### src/rtl/bag_pkg.sv
package bag_pkg;
  localparam int unsigned BURST_W = 2;
  localparam int unsigned BURST_LEN = 1 << BURST_W;
  typedef enum logic { ORD_LINEAR = 1'b0, ORD_INTERLEAVED = 1'b1 } order_e;
endpackage

### src/rtl/bag_start_reg.sv
module bag_start_reg #(
  parameter int unsigned ADDR_W = 18
) (
  input  logic              clk,
  input  logic              rst_n,
  input  logic              load,
  input  logic [ADDR_W-1:0] d,
  output logic [ADDR_W-1:0] q
);
  always_ff @(posedge clk) begin
    if (!rst_n)    q <= '0;
    else if (load) q <= d;
  end
endmodule

### src/rtl/bag_beat_counter.sv
module bag_beat_counter #(
  parameter int unsigned CNT_W = 2
) (
  input  logic             clk,
  input  logic             rst_n,
  input  logic             clear,
  input  logic             step,
  output logic [CNT_W-1:0] count
);
  always_ff @(posedge clk) begin
    if (!rst_n)      count <= '0;
    else if (clear)  count <= '0;
    else if (step)   count <= count + 1'b1;
  end
endmodule

### src/rtl/bag_order_map.sv
module bag_order_map #(
  parameter int unsigned CNT_W = 2
) (
  input  logic             order,
  input  logic [CNT_W-1:0] start_lo,
  input  logic [CNT_W-1:0] count,
  output logic [CNT_W-1:0] beat_lo
);
  logic [CNT_W-1:0] ilv_lo;
  logic [CNT_W-1:0] lin_lo;

  genvar b;
  generate
    for (b = 0; b < CNT_W; b++) begin : g_xor
      assign ilv_lo[b] = start_lo[b] ^ count[b];
    end
  endgenerate

  assign lin_lo = start_lo + count;

  always_comb begin
    beat_lo = (order == bag_pkg::ORD_INTERLEAVED) ? ilv_lo : lin_lo;
  end
endmodule

### src/rtl/burst_addr_gen.sv
module burst_addr_gen #(
  parameter int unsigned ADDR_W = 18
) (
  input  logic              clk,
  input  logic              rst_n,
  input  logic              load_i,
  input  logic [ADDR_W-1:0] addr_i,
  input  logic              adv_n_i,
  input  logic              strb_a_n_i,
  input  logic              strb_b_n_i,
  input  logic              order_i,
  output logic [ADDR_W-1:0] addr_o
);
  localparam int unsigned CNT_W = bag_pkg::BURST_W;

  logic [ADDR_W-1:0] start_q;
  logic [CNT_W-1:0]  count_q;
  logic [CNT_W-1:0]  beat_lo;
  logic              step;

  assign step = !adv_n_i && strb_a_n_i && strb_b_n_i;

  bag_start_reg #(.ADDR_W(ADDR_W)) u_start (
    .clk(clk), .rst_n(rst_n), .load(load_i), .d(addr_i), .q(start_q)
  );

  bag_beat_counter #(.CNT_W(CNT_W)) u_cnt (
    .clk(clk), .rst_n(rst_n), .clear(load_i), .step(step), .count(count_q)
  );

  bag_order_map #(.CNT_W(CNT_W)) u_map (
    .order(order_i), .start_lo(start_q[CNT_W-1:0]), .count(count_q), .beat_lo(beat_lo)
  );

  assign addr_o = {start_q[ADDR_W-1:CNT_W], beat_lo};
endmodule

### config.mk
export PLATFORM = sky130hd
export DESIGN_NAME = burst_addr_gen
export DESIGN_NICKNAME = d
export VERILOG_FILES = /design/src/rtl/bag_pkg.sv /design/src/rtl/bag_start_reg.sv /design/src/rtl/bag_beat_counter.sv /design/src/rtl/bag_order_map.sv /design/src/rtl/burst_addr_gen.sv
export SDC_FILE = /design/constraint.sdc
export NUM_CORES = 1
export LEC_CHECK = 0
export ABC_AREA = 1
export BUFFER_PORTS_ARGS = -buffer_cell sky130_fd_sc_hd__buf_2
export CORE_AREA = 3 3 49 51
export DETAILED_ROUTE_END_ITERATION = 10
export DIE_AREA = 0 0 52 54
export GPL_TIMING_DRIVEN = 0
export PLACE_DENSITY_LB_ADDON = 0.2
export SLEW_MARGIN = 20
export SYNTH_ARGS = -nofsm -noshare
export SYNTH_HDL_FRONTEND = slang
export SYNTH_SLANG_ARGS = --single-unit
### constraint.sdc
create_clock -name clk -period 2.1 [get_ports clk]
set_clock_uncertainty 0.2 [all_clocks]
set_input_delay 0.315 -clock clk [delete_from_list [all_inputs] [get_ports clk]]
set_output_delay 0.315 -clock clk [all_outputs]
set_load 0.005 [all_outputs]
# --- After elaboration in Yosys (flattened, before gate mapping) ---
# Index checks and enable logic that the tools add are counted.
# W data, S select, Z words.
word_totals:
  register_bits: 20
  in_bits: 25
classes:
  addsub: 2
  n_mux: 1
  n_bitwise: 3
  reduce_logical: 4
op_table:
  columns: ["op", "count"]
  rows:
  - ["$add A2 B1 Y2 const B", 1]
  - ["$add A2 B2 Y2", 1]
  - ["$logic_and A1 B1 Y1", 2]
  - ["$mux W2", 1]
  - ["$reduce_or A2 Y1", 1]
  - ["$xor A1 B1 Y1", 2]
  - ["$logic_not A1 Y1", 1]
  - ["$not A1 Y1", 1]

# --- Longest topological paths before layout ---
logic_depth:
  depth_word: 3
  ltp_mapped: 7

# --- Cells and area by module ---
# From an unflattened synthesis, not the netlist that was laid out.
hier_totals:
  hier_cells: 146
  area_unflattened_um2: 937.1
by_module_without_submodules:
  columns: ["module", "n_inst", "cells_each", "area_each_um2", "seq_area_each_um2"]
  rows:
  - ["bag_start_reg", 1, 114, 758.2, 360.3]
  - ["bag_beat_counter", 1, 15, 101.3, 40.0]
  - ["bag_order_map", 1, 15, 67.6, 0.0]
  - ["burst_addr_gen", 1, 2, 10.0, 0.0]

# --- Least setup slack after synthesis ---
# No wires, ideal clock.
synth_path:
  path_type: "reg-to-output"
  startpoint: "register u_cnt.count[0]"
  endpoint: "output port addr_o[1]"
  t_arrival_ns: 0.806
  t_required_ns: 1.585
  path_slack_ns: 0.779
  stages_incl_launch_ff: 8
  n_path_buf: 0
  cell_sequence: "dfxtp_1 > ha_1 > inv_1 > nor2_1 > inv_1 > nand2_1 > nand2_1 > inv_1"
synth_via:
  elab_chain_cells: 2
synth_rtl:
  columns: ["item", "line", "rtl"]
  rows:
  - ["from (decl)", "bag_beat_counter.sv:8", "output logic [CNT_W-1:0] count"]
  - ["from (signal assigned)", "bag_beat_counter.sv:13", "else if (step) count <= count + 1'b1;"]
  - ["$add A2 B2 Y2", "bag_order_map.sv:19", "assign lin_lo = start_lo + count;"]
  - ["$mux W2", "bag_order_map.sv:22", "beat_lo = (order == bag_pkg::ORD_INTERLEAVED) ? ilv_lo : lin_lo;"]
  - ["to (decl)", "burst_addr_gen.sv:12", "output logic [ADDR_W-1:0] addr_o"]
# Every way passes these cells.

# --- Worst setup path in the final report ---
# Ends and elaborated chain as after synthesis.

==> results.md <==
- Run status: finished, final reports clean
- Mapped Area: roughly 940 sq um
- # placed instances: roughly 190
- Die width: about 52 um
- Remaining antenna violation count: 0
- Leading area contributor after synthesis: dfxtp_1
- Setup Viol. Count Final: 0
- Routability cong.: between 0.6 and 0.7
- Ant diodes: 0
- CTS tree: built
- Area share of the largest cell type after synthesis: 42.4%
- CTS Buffer Depth: 2
- Peak VDD IR: about 0.44 mV
- Syn Inst Count: 122
- Commonest cells after routing, fill and taps aside: buf_2 (40), nor2_1 (34), dfxtp_1 (20), buf_4 (18), o21ai_0 (15)
- I/O Buffers: 40
- Slew Limit Fails: 0
- I/O Pins: 43
- P_sw: ~0.18 mW
- Starting Density: between 40% and 50%
- Top post-synthesis cells by area: dfxtp_1 (42%), buf_4 (14%), nor2_1 (14%)
- Ratio of cells with drive above 1 in the final layout: a little over two fifths
- Setup_tns: 0 ps
- CP max FO: 4
- #FFs+latches synth: 20
- Dpl hpwl: around 1500 um
- HP Class: in -> reg
- Delay-heaviest family, CP: flip-flops
- Area delta synth->final: 28.6%
- Total track usage: between 10% and 20%
- CP most frequent cell: inv_1
- Post-CTS Resized: 0
- Leading cell type in the layout, fill and taps excluded: buf_2
- Warnings, synthesis: 0
- H-tree depth: 1
- Worst EP arrival: 1280 ps
- CP max stage delay: 390 ps
- Cell Chain, Critical Path: ha_1 -> inv_1 -> nor2_1 -> inv_1 -> nand2_1 -> nand2_1 -> inv_1 -> buf_2
- Wire per inst: about 9.8 um
- P_leak: 0.644 nW
- First-pass DRT Iterations: 4
- First-pass GRT wire length: 3100 um
- Layout Nets: between 150 and 200
- GRT overflow: 0
- Syn avg cell area: roughly 7.7 sq um
- Non-filler cells, final: just under 200
- Initial DRC Count: 13
- Relative slew margins: approximately 87%
- Rows: 16
- RSZ-0062 raised after global routing: no
- Worst Setup End Kind: output pin
- Sequential fraction of design power: about 54%
- Largest net degree at the start of global routing: 12
- Clock Root Buffer: clkbuf_4
- Synth unique cells: 16
- Post-route cell area: roughly 0.0012 sq mm
- Die area: ~0.0028 sq mm
- Max-cap violation count: 0
- Detailed Route WL: 1890 um
- Die Ht: roughly 54 um
- CTS sink count: 20
- Clock power share: between 20% and 30%
- Hold buffers post-CTS: 0
- Vias in the first global route: 810
- Fmax: ~0.56 GHz
- Fillers: 191
- Dpl cell area: ~0.0012 sq mm
- Combinational fraction of design power: between 15 and 20%
- Fin. Hold Viols: 0
- Residual DRC count: 0
- Sw Share: between 20% and 30%
- DR vias: 850
- Core Area: ~0.002 sq mm
- Initial antenna violation count: 0
- Worst-skew pair later-pin latency: around 290 ps
- DR vias/cell: ~4.4
- Worst-Margin Slew: slightly below 200 ps
- Crit Path Class: reg -> out
- Int Power: between 0.5 and 0.6 mW
- Final worst-path cycle share: between 80 and 90%
- Critical path's slowest cell: dfxtp_1
- Post-Syn Nets: around 150
- Sequential share of the synthesized area: a little over two fifths
- Shortest period the worst path allows: between 1500 and 2000 ps
- Post-CTS Setup Bufs: 0
- CTS clk-pin slew, worst paths: 110 ps
- Total clock buffers created by CTS: 3
- WP data required: between 1500 and 2000 ps
- Setup crit start kind: flop
- Pwr Density: around 640 mW/mm^2
- CP bufs+invs: 4
[path summary, 6_finish.rpt]
| kind | from | to | slack [ps] | depth (start not counted) |
|---|---|---|---|---|
| setup / recovery | u_cnt.count[0]$_SDFFE_PP0P_ | addr_o[1] | 300 | 8 |
| hold / removal | addr_i[9] | u_start.q[9]$_SDFFE_PN0P_ | 40 | 3 |
| setup reg to reg | u_cnt.count[1]$_SDFFE_PP0P_ | u_cnt.count[1]$_SDFFE_PP0P_ | 1090 | 5 |
| hold reg to reg | u_start.q[0]$_SDFFE_PN0P_ | u_start.q[0]$_SDFFE_PN0P_ | 310 | 2 |
[registers in the layout, indices dropped and copies added (netlist names)]
| signal | cells |
|---|---|
| u_cnt.count | 2 |
| u_start.q | 18 |
[through the flow]
stage                     total power [mW]  hold slack [ps]  util (%)  worst slack, ps
after floorplan                      0.510              243         -              779
after global placement               0.562              275      59.5              671
after detailed placement             0.567              286      59.5              631
after CTS                            0.786             31.3      61.3              285
after global routing                 0.822             29.7      61.3              166
final                                0.773             39.4      61.3              305
[cells in the mapped netlist, drive strengths merged]
| library cell | number |
|---|---|
| o21ai | 18 |
| a21oi | 2 |
| inv | 7 |
| buf | 21 |
| ha | 1 |
| xnor2 | 1 |
| xor2 | 1 |
| nor2 | 38 |
| nand3 | 1 |
| dfxtp | 20 |
| nand2 | 12 |
[cell type report]
cell class	instances	area, sq um	share of cell area, %
flip-flops and latches	20	400	33.0
multi-input cells	74	333	27.4
repair buffers	40	200	16.5
plain buffers	21	178	14.6
clock buffers	4	36.3	2.99
inverters	7	33.8	2.78
well taps	27	33.8	2.78
[per-layer routing]
metal / wire [um] / track usage (%) / vias up
li1: - / - / 452
met1: 779 / 17.5 / 364
met2: 930 / 24.3 / 32
met3: 167 / 3.32 / 2
met4: 9 / 7.42 / 0
met5: 0 / 0 / -
[worst min-delay path, cell delays in order]
cell and delay [ps]:
buf_2 70, nor2_1 30, nor2_1 80
[power by group through the flow]
| stage | Clock [mW] | Sequential [mW] | Combinational [mW] |
|---|---|---|---|
| after floorplan | 0 | 0.421 | 0.0885 |
| after global placement | 0 | 0.423 | 0.138 |
| after detailed placement | 0 | 0.425 | 0.142 |
| after CTS | 0.227 | 0.416 | 0.143 |
| after global routing | 0.244 | 0.420 | 0.159 |
| final | 0.217 | 0.416 | 0.140 |
[cell families (layout without fill, tap and decap cells)]
kind of cell / count (synthesis) / after routing / share of synthesized area (%)
compound gates: 20 / 20 / 10.6
flops: 20 / 20 / 42.4
simple gates: 51 / 51 / 21.5
xor+xnor: 2 / 2 / 1.85
fa+ha+maj: 1 / 1 / 1.32
buf+inv: 28 / 72 / 22.4
Power figures use the tool's default switching activity.
